===== src/rtl/gpio_pkg.sv =====
package gpio_pkg;
    localparam int ADDR_W = 8;
    localparam int DATA_W = 32;

    localparam logic [ADDR_W-1:0] OFF_MODE   = 8'h00;
    localparam logic [ADDR_W-1:0] OFF_IN     = 8'h10;
    localparam logic [ADDR_W-1:0] OFF_OUT    = 8'h14;
    localparam logic [ADDR_W-1:0] OFF_SETCLR = 8'h18;

    typedef enum logic [1:0] {
        PM_INPUT  = 2'b00,
        PM_OUTPUT = 2'b01,
        PM_ALT    = 2'b10,
        PM_RSVD   = 2'b11
    } pin_mode_e;

    typedef enum logic {
        BUS_IDLE = 1'b0,
        BUS_RESP = 1'b1
    } bus_state_e;
endpackage


===== src/rtl/gpio_in_sync.sv =====
module gpio_in_sync #(
    parameter int NPINS = 16
) (
    input  logic             clk,
    input  logic             rst_n,
    input  logic [NPINS-1:0] pad_in,
    output logic [NPINS-1:0] idr_q
);
    logic [NPINS-1:0] meta_q;

    always_ff @(posedge clk or negedge rst_n) begin
        if (!rst_n) begin
            meta_q <= '0;
            idr_q  <= '0;
        end else begin
            meta_q <= pad_in;
            idr_q  <= meta_q;
        end
    end
endmodule


===== src/rtl/gpio_out_reg.sv =====
module gpio_out_reg #(
    parameter int NPINS  = 16,
    parameter int DATA_W = 32
) (
    input  logic              clk,
    input  logic              rst_n,
    input  logic              odr_we,
    input  logic              srs_we,
    input  logic [DATA_W-1:0] wdata,
    output logic [NPINS-1:0]  odr_q
);
    localparam int CLR_LSB = DATA_W / 2;

    logic [NPINS-1:0] set_m, clr_m, base_d, odr_d;

    assign set_m = srs_we ? wdata[NPINS-1:0]       : '0;
    assign clr_m = srs_we ? wdata[CLR_LSB +: NPINS] : '0;

    // A whole-latch write lands first, set/clear is layered on top;
    // the OR after the AND-clear gives set priority.
    always_comb begin
        base_d = odr_we ? wdata[NPINS-1:0] : odr_q;
        odr_d  = (base_d & ~clr_m) | set_m;
    end

    always_ff @(posedge clk or negedge rst_n) begin
        if (!rst_n) odr_q <= '0;
        else        odr_q <= odr_d;
    end

    // every requested set bit reads 1 afterwards
    a_r5_set_wins: assert property (@(posedge clk) disable iff (!rst_n)
        (srs_we && !odr_we) |=> ((odr_q & $past(set_m)) == $past(set_m)));
    // clears without a matching set end at 0
    a_r4_clear_applies: assert property (@(posedge clk) disable iff (!rst_n)
        (srs_we && !odr_we) |=> ((odr_q & $past(clr_m & ~set_m)) == '0));
    // unnamed bits untouched
    a_r4_others_kept: assert property (@(posedge clk) disable iff (!rst_n)
        (srs_we && !odr_we) |=>
            (((odr_q ^ $past(odr_q)) & ~$past(set_m | clr_m)) == '0));
    a_r3_idle_hold: assert property (@(posedge clk) disable iff (!rst_n)
        (!srs_we && !odr_we) |=> $stable(odr_q));
endmodule


===== src/rtl/gpio_pin_ctrl.sv =====
module gpio_pin_ctrl
    import gpio_pkg::*;
#(
    parameter int NPINS = 16
) (
    input  logic               clk,
    input  logic               rst_n,
    input  logic               mode_we,
    input  logic [2*NPINS-1:0] mode_wdata,
    input  logic [NPINS-1:0]   odr_q,
    input  logic [NPINS-1:0]   alt_out,
    input  logic [NPINS-1:0]   alt_oe,
    output logic [2*NPINS-1:0] mode_q,
    output logic [NPINS-1:0]   pad_out,
    output logic [NPINS-1:0]   pad_oe
);
    always_ff @(posedge clk or negedge rst_n) begin
        if (!rst_n)       mode_q <= '0;
        else if (mode_we) mode_q <= mode_wdata;
    end

    for (genvar i = 0; i < NPINS; i++) begin : g_pin
        pin_mode_e pm;
        assign pm = pin_mode_e'(mode_q[2*i +: 2]);

        always_comb begin
            unique case (pm)
                PM_OUTPUT: begin
                    pad_out[i] = odr_q[i];
                    pad_oe[i]  = 1'b1;
                end
                PM_ALT: begin
                    pad_out[i] = alt_out[i];
                    pad_oe[i]  = alt_oe[i];
                end
                PM_INPUT, PM_RSVD: begin
                    pad_out[i] = odr_q[i];
                    pad_oe[i]  = 1'b0;
                end
                default: begin
                    pad_out[i] = odr_q[i];
                    pad_oe[i]  = 1'b0;
                end
            endcase
        end

        // output pins drive the latch
        a_r8_output_drives: assert property (@(posedge clk) disable iff (!rst_n)
            (mode_q[2*i +: 2] == 2'b01) |-> (pad_oe[i] && pad_out[i] == odr_q[i]));
        // peripheral pins follow the peripheral
        a_r9_alt_follows: assert property (@(posedge clk) disable iff (!rst_n)
            (mode_q[2*i +: 2] == 2'b10) |->
                (pad_oe[i] == alt_oe[i] && pad_out[i] == alt_out[i]));
        // input and reserved pins float
        a_r10_no_drive: assert property (@(posedge clk) disable iff (!rst_n)
            (mode_q[2*i] == mode_q[2*i+1]) |-> !pad_oe[i]);
    end
endmodule


===== src/rtl/gpio_bus_if.sv =====
module gpio_bus_if
    import gpio_pkg::*;
#(
    parameter int NPINS = 16
) (
    input  logic               clk,
    input  logic               rst_n,
    input  logic               bus_we,
    input  logic               bus_re,
    input  logic [ADDR_W-1:0]  bus_addr,
    input  logic [2*NPINS-1:0] mode_q,
    input  logic [NPINS-1:0]   odr_q,
    input  logic [NPINS-1:0]   idr_q,
    output logic               mode_we,
    output logic               odr_we,
    output logic               srs_we,
    output logic [DATA_W-1:0]  bus_rdata,
    output logic               bus_rvalid
);
    localparam int MODE_W = 2 * NPINS;

    bus_state_e state_q, state_d;
    logic [DATA_W-1:0] rd_mux;

    assign mode_we = bus_we && (bus_addr == OFF_MODE);
    assign odr_we  = bus_we && (bus_addr == OFF_OUT);
    assign srs_we  = bus_we && (bus_addr == OFF_SETCLR);

    always_comb begin
        rd_mux = '0;
        if (bus_addr == OFF_MODE)     rd_mux[MODE_W-1:0] = mode_q;
        else if (bus_addr == OFF_IN)  rd_mux[NPINS-1:0]  = idr_q;
        else if (bus_addr == OFF_OUT) rd_mux[NPINS-1:0]  = odr_q;
    end

    always_comb begin
        state_d = state_q;
        unique case (state_q)
            BUS_IDLE: if (bus_re) state_d = BUS_RESP;
            BUS_RESP: state_d = bus_re ? BUS_RESP : BUS_IDLE;
            default:  state_d = BUS_IDLE;
        endcase
    end

    always_ff @(posedge clk or negedge rst_n) begin
        if (!rst_n) state_q <= BUS_IDLE;
        else        state_q <= state_d;
    end

    always_ff @(posedge clk or negedge rst_n) begin
        if (!rst_n) begin
            bus_rdata  <= '0;
            bus_rvalid <= 1'b0;
        end else begin
            bus_rdata  <= bus_re ? rd_mux : '0;
            bus_rvalid <= (state_d == BUS_RESP);
        end
    end

    // valid exactly one cycle after each request
    a_r2_valid_after_req: assert property (@(posedge clk) disable iff (!rst_n)
        bus_re |=> bus_rvalid);
    a_r2_no_spurious_valid: assert property (@(posedge clk) disable iff (!rst_n)
        !bus_re |=> (!bus_rvalid && bus_rdata == '0));
    // set/clear register reads as zero
    a_r6_setclr_reads_zero: assert property (@(posedge clk) disable iff (!rst_n)
        (bus_re && bus_addr == OFF_SETCLR) |=> (bus_rdata == '0));
    a_r2_state_matches_valid: assert property (@(posedge clk) disable iff (!rst_n)
        bus_rvalid == (state_q == BUS_RESP));
endmodule


===== src/rtl/gpio_port.sv =====
module gpio_port
    import gpio_pkg::*;
#(
    parameter int NPINS = 16
) (
    input  logic              clk,
    input  logic              rst_n,
    input  logic              bus_we,
    input  logic              bus_re,
    input  logic [ADDR_W-1:0] bus_addr,
    input  logic [DATA_W-1:0] bus_wdata,
    output logic [DATA_W-1:0] bus_rdata,
    output logic              bus_rvalid,
    input  logic [NPINS-1:0]  pad_in,
    output logic [NPINS-1:0]  pad_out,
    output logic [NPINS-1:0]  pad_oe,
    input  logic [NPINS-1:0]  alt_out,
    input  logic [NPINS-1:0]  alt_oe
);
    localparam int MODE_W = 2 * NPINS;

    logic               mode_we, odr_we, srs_we;
    logic [MODE_W-1:0]  mode_q;
    logic [NPINS-1:0]   odr_q, idr_q;

    gpio_bus_if #(.NPINS(NPINS)) u_bus (
        .clk(clk), .rst_n(rst_n),
        .bus_we(bus_we), .bus_re(bus_re), .bus_addr(bus_addr),
        .mode_q(mode_q), .odr_q(odr_q), .idr_q(idr_q),
        .mode_we(mode_we), .odr_we(odr_we), .srs_we(srs_we),
        .bus_rdata(bus_rdata), .bus_rvalid(bus_rvalid)
    );

    gpio_out_reg #(.NPINS(NPINS), .DATA_W(DATA_W)) u_out (
        .clk(clk), .rst_n(rst_n),
        .odr_we(odr_we), .srs_we(srs_we), .wdata(bus_wdata),
        .odr_q(odr_q)
    );

    gpio_pin_ctrl #(.NPINS(NPINS)) u_pins (
        .clk(clk), .rst_n(rst_n),
        .mode_we(mode_we), .mode_wdata(bus_wdata[MODE_W-1:0]),
        .odr_q(odr_q), .alt_out(alt_out), .alt_oe(alt_oe),
        .mode_q(mode_q), .pad_out(pad_out), .pad_oe(pad_oe)
    );

    gpio_in_sync #(.NPINS(NPINS)) u_sync (
        .clk(clk), .rst_n(rst_n), .pad_in(pad_in), .idr_q(idr_q)
    );

    // one decoded write strobe at most
    a_r12_single_strobe: assert property (@(posedge clk) disable iff (!rst_n)
        $onehot0({mode_we, odr_we, srs_we}));
endmodule


===== config.mk =====
export PLATFORM = sky130hd
export DESIGN_NAME = gpio_port
export DESIGN_NICKNAME = d
export VERILOG_FILES = /design/src/rtl/gpio_pkg.sv /design/src/rtl/gpio_in_sync.sv /design/src/rtl/gpio_out_reg.sv /design/src/rtl/gpio_pin_ctrl.sv /design/src/rtl/gpio_bus_if.sv /design/src/rtl/gpio_port.sv
export SDC_FILE = /design/constraint.sdc
export NUM_CORES = 1
export LEC_CHECK = 0
export BUFFER_PORTS_ARGS = -buffer_cell sky130_fd_sc_hd__buf_2
export CAP_MARGIN = 30
export CORE_AREA = 2 2 105 107
export DETAILED_ROUTE_END_ITERATION = 8
export DIE_AREA = 0 0 107 109
export PLACE_DENSITY = 0.81
export SYNTH_ARGS = -nofsm -noshare
export SYNTH_HDL_FRONTEND = slang
export SYNTH_SLANG_ARGS = --single-unit

===== constraint.sdc =====
create_clock -name clk -period 2.1 [get_ports clk]
set_clock_uncertainty 0.05 [all_clocks]
set_input_delay 0.42 -clock clk [delete_from_list [all_inputs] [get_ports clk]]
set_output_delay 0.42 -clock clk [all_outputs]
set_load 0.005 [all_outputs]

Word-level counts from Yosys, hierarchy flattened
Index checks and enable logic that the tools add are counted.
{ "totals": {"ff_bits": 113, "wordCells": 153, "in_bits": 92, "output_inout_bits": 65} }
{ "classes": {"muxes": 41, "n_reduce_logical": 52, "n_eq_ne": 51, "bitwise_logic": 3} }
{ "op_table": {"columns": ["cell", "n"], "rows": [
  ["$mux W16", 7],
  ["$eq A2 B2 Y1 const B", 32],
  ["$pmux W1 S3", 16],
  ["$reduce_or A3 Y1", 16],
  ["$eq A2 B1 Y1 const B", 16],
  ["$logic_not A2 Y1", 16],
  ["$mux W32", 1],
  ["$pmux W1 S2", 16],
  ["$reduce_or A2 Y1", 16],
  ["$eq A8 B5 Y1 const B", 3],
  ["$and A16 B16 Y16", 1],
  ["$not A16 Y16", 1],
  ["$or A16 B16 Y16", 1],
  ["$logic_not A8 Y1", 1],
  ["$logic_and A1 B1 Y1", 3],
  ["$mux W1", 1]
]} }

Depth between registers and ports, before layout
{ "logic_depth": {"ltp_word": 6, "depth_mapped": 6, "ltp_nobuf": 4} }

Hierarchy
From an unflattened synthesis, not the netlist that was laid out.
{ "unflattened": {"hier_cells": 370, "hier_area_um2": 4772.1} }
{ "modules_own_cells": {"columns": ["mod", "area_per_inst_um2", "instances", "cells_each", "seq_area_each_um2"], "rows": [
  ["gpio_pin_ctrl", 1843.0, 1, 165, 800.8],
  ["gpio_bus_if", 1447.6, 1, 118, 825.8],
  ["gpio_in_sync", 800.8, 1, 32, 800.8],
  ["gpio_out_reg", 680.7, 1, 55, 400.4]
]} }

Least setup slack after synthesis
OpenSTA, ideal clock, no wires.
{ "synth_timing": {"path_kind": "input to register", "startpoint": "input port bus_addr[5]", "endpoint": "register u_out.odr_q[10]", "cell_stages": 6, "path_buffers": 3, "required_time_ps": 1924, "t_arrival_ps": 1878, "setup_time_ps": 126, "setup_slack_ps": 46, "path_cell_list": "or4b_1 > buf_2 > or2_1 > buf_2 > buf_6 > o32a_1"} }
{ "synth_between": {"elab_chain_cells": 6, "word_cells_on_any_way": 10, "cone_classes": "eq/ne: 2; mux: 3; bitwise: 3; reduce/logical: 2"} }
{ "synth_rtl": {"columns": ["element", "line", "source"], "rows": [
  ["from (decl)", "gpio_port.sv:10", "input logic [ADDR_W-1:0] bus_addr,"],
  ["$eq A8 B5 Y1", "gpio_bus_if.sv:27", "assign srs_we = bus_we && (bus_addr == OFF_SETCLR);"],
  ["$logic_and A1 B1 Y1", "gpio_bus_if.sv:27", null],
  ["$mux W16", "gpio_out_reg.sv:17", "assign clr_m = srs_we ? wdata[CLR_LSB +: NPINS] : '0;"],
  ["$not A16 Y16", "gpio_out_reg.sv:23", "odr_d = (base_d & ~clr_m) | set_m;"],
  ["$and A16 B16 Y16", "gpio_out_reg.sv:23", null],
  ["$or A16 B16 Y16 *", "gpio_out_reg.sv:23", null],
  ["named net u_out.odr_d[10]", "gpio_out_reg.sv:14", "logic [NPINS-1:0] set_m, clr_m, base_d, odr_d;"],
  ["to (signal assigned)", "gpio_out_reg.sv:28", "else odr_q <= odr_d;"],
  ["to (decl)", "gpio_out_reg.sv:10", "output logic [NPINS-1:0] odr_q"]
]} }
Mark *: on every way through the listed nets, which the timed path passes. The rest lies on a longest branch.
A chain may end at the register's enable or synchronous reset.

Worst setup path after layout
{ "layout_timing": {"startpoint": "register u_pins.mode_q[24]", "endpoint": "output port pad_out[12]"} }
{ "layout_between": {"elab_chain_cells": 3, "word_cells_on_any_way": 6, "cone_classes": "eq/ne: 3; mux: 1; reduce/logical: 2"} }
{ "layout_rtl": {"columns": ["element", "line", "source"], "rows": [
  ["from (decl)", "gpio_pin_ctrl.sv:13", "output logic [2*NPINS-1:0] mode_q,"],
  ["from (signal assigned)", "gpio_pin_ctrl.sv:19", "else if (mode_we) mode_q <= mode_wdata;"],
  ["$eq A2 B1 Y1, or another cell as far along", "gpio_pin_ctrl.sv:27", "unique case (pm)"],
  ["$reduce_or A3 Y1 (no line)", null, null],
  ["$pmux W1 S2 *", "gpio_pin_ctrl.sv:27", null],
  ["to (decl)", "gpio_port.sv:15", "output logic [NPINS-1:0] pad_out,"]
]} }
Mark *: on every way between the ends. The rest lies on a longest branch, timed or not.

==> run summary <==
DR WL/cell = 17.40 µm
fin util = 66.99%
Register Area = 2828 µm²
dominant synthesized flop cell = dfrtp_1
gr ovfl total = 0
Yosys warning count = 0
area of the multi-input gates = 2180 µm²
I/O pins = 157
Req. time, crit path = 1630 ps
DRT iter0 DRCs = 221
initial antenna violation count = 0
number of synthesized flops with an enable pin = 0
Antenna Violating Nets Remaining = 0
root buf cell = clkbuf_8
synthesized area = 5114 µm²
Total GRT Usage = 22.75%
Finish-stage setup viols = 0
clock buffer depth = 2
clock sink count = 113
CTS tree = done
Die Width = 107 µm
sequential share of the synthesized area = 55.30%
CP Launch Type = flop
most frequent cells in the layout = buf_2 (155), dfrtp_1 (113), mux2_2 (62)
largest net degree at the start of global routing = 40
gp weighted congestion = 0.8853
Syn Area/Cell = 12.53 µm²
outcome = complete, no violations
min-delay worst type = in -> reg
asr flop ratio synth = 100.0%
number of port buffers = 156
DIE HEIGHT = 109 µm
crit path DAT = 1610 ps
Remaining DRCs = 0
Reg clk slew, reported paths = 50 ps
fillers = 783
Core Box Area = 10600 µm²
first-pass GRT wire length = 19970 µm
Power per Cell Area = 812.5 nW/µm²
CTS Buf Count = 17
pre-CTS setup slack = -71.16 ps
Initial Util = 48.23%
share of cells above drive strength 1 = 48.87%
Fmax = 0.4808 GHz
library cells used by synthesis = 28
Post-Syn Nets = 532
Max Cap Violations = 0
Final Cycle Share = 99.04%
P_leak = 3.517 nW
Worst Setup End Kind = output port
R2R Setup Slk = 1050 ps
vias after detailed routing = 4035
WL final = 13190 µm
fin. max-slew vios = 0
Crit Path Max Fanout = 3
worst vdd ir = 0.5501 mV
final hold vios = 0
antenna fix cells = 0
PnR worst setup slack = 20.10 ps
Area Overhead vs Synth = 38.90%
vias in the first global route = 3935
Core Rows = 38
Max-slew headroom = 58.72%
Post-DP HPWL = 9342 µm
Layout Nets = 732
Yosys reg bits = 113
commonest non-fill, non-tap cell in the layout = buf_2
Crit Path Category = reg -> out
slew at the pin with the worst max-slew slack = 619.2 ps
drt pass-1 iters = 4
Vias/cell = 5.323
H-tree level count = 4
clk_lat worst skew = 500 ps
die area = 11660 µm²
min Tclk post-route = 2080 ps
Worst Hold Slack = 122.2 ps
Cells after Synth = 408
==> worst paths after layout <==
kind                                    from            endpoint  cells after the start
hold / removal                 bus_wdata[20]   u_pins.mode_q[20]                      2
setup reg to reg              u_out.odr_q[8]  u_bus.bus_rdata[8]                      3
max in group asynchronous              rst_n   u_pins.mode_q[25]                      3
hold reg to reg            u_sync.meta_q[10]    u_sync.idr_q[10]                      0
min in group asynchronous              rst_n    u_sync.meta_q[3]                      2
setup / recovery           u_pins.mode_q[24]         pad_out[12]                      4
==> through the flow <==
step	cell area [µm²]	cells	total power, W	setup TNS (ps)
2_1_floorplan	5114	408	0.002606	0
3_3_place_gp	6135	696	0.002902	-86.55
3_5_place_dp	6142	697	0.002929	-982.7
4_1_cts	6922	744	0.005760	0
5_1_grt	7103	758	0.005996	-88.38
6_report	7103	758	0.005772	0
==> cells in the mapped netlist, drive strengths merged (2+ instances only) <==
| master | number | area share [%] |
|---|---|---|
| o21ai | 6 | 0.59 |
| nand2 | 22 | 1.6 |
| nor4b | 17 | 2.9 |
| o32a | 16 | 3.1 |
| mux2i | 10 | 2.0 |
| dfrtp | 113 | 55 |
| and2 | 8 | 0.98 |
| nor2b | 2 | 0.24 |
| mux2 | 64 | 14 |
| ha | 32 | 7.8 |
| buf | 9 | 0.95 |
| nor3 | 3 | 0.39 |
| clkbuf | 16 | 1.2 |
| a21oi | 32 | 3.1 |
| or4b | 2 | 0.39 |
| nor4 | 8 | 0.98 |
| inv | 26 | 1.9 |
| nand3 | 16 | 1.6 |
==> sequential cells by signal (all words and copies together) (netlist names) <==
register,flops
u_bus.bus_rdata,32
u_bus.state_q,1
u_out.odr_q,16
u_pins.mode_q,32
u_sync.idr_q,16
u_sync.meta_q,16
==> routing by layer <==
metal	wire length [µm]	global-route usage, %	vias to the layer above
met5	0	0	-
met4	335	9.369	0
met3	787	5.320	30
met2	6538	37.94	171
met1	5531	28.74	1972
li1	-	-	1862
==> cell type report <==
type                    count  share of cell area, %
well taps                 140                  2.466
inverters                  26                  1.374
clock inverters             6                  1.480
multi-input cells         244                  30.69
repair buffers            206                  17.47
clock buffers              23                  6.711
flip-flops and latches    113                  39.81
==> critical path: stages, from the launching register on <==
cell and delay [ps]:
dfrtp_1 400, inv_2 110, ha_4 150, mux2_2 330, buf_2 130
==> power breakdown <==
part | total (W) | internal [W] | switching, W
combinational | 0.000615 | 0.000328 | 0.000287
clock | 0.00281 | 0.00190 | 0.000903
sequential | 0.00235 | 0.00227 | 0.0000780
total | 0.00577 | 0.00450 | 0.00127
==> cell families after synthesis <==
family | after synthesis | share of synthesized area (%)
buf+inv | 51 | 4.037
simple gates | 83 | 9.763
fa+ha+maj | 32 | 7.830
flops | 113 | 55.30
xor+xnor | 1 | 0.1713
mux | 74 | 16.05
compound gates | 54 | 6.851
==> what timing repair did <==
item,in CTS,in global routing
buffers inserted,0,14
hold endpoints to repair,43,0
setup endpoints to repair,4,17
gates resized for setup,8,23
hold buffers,18,0
Power figures use the tool's default switching activity.
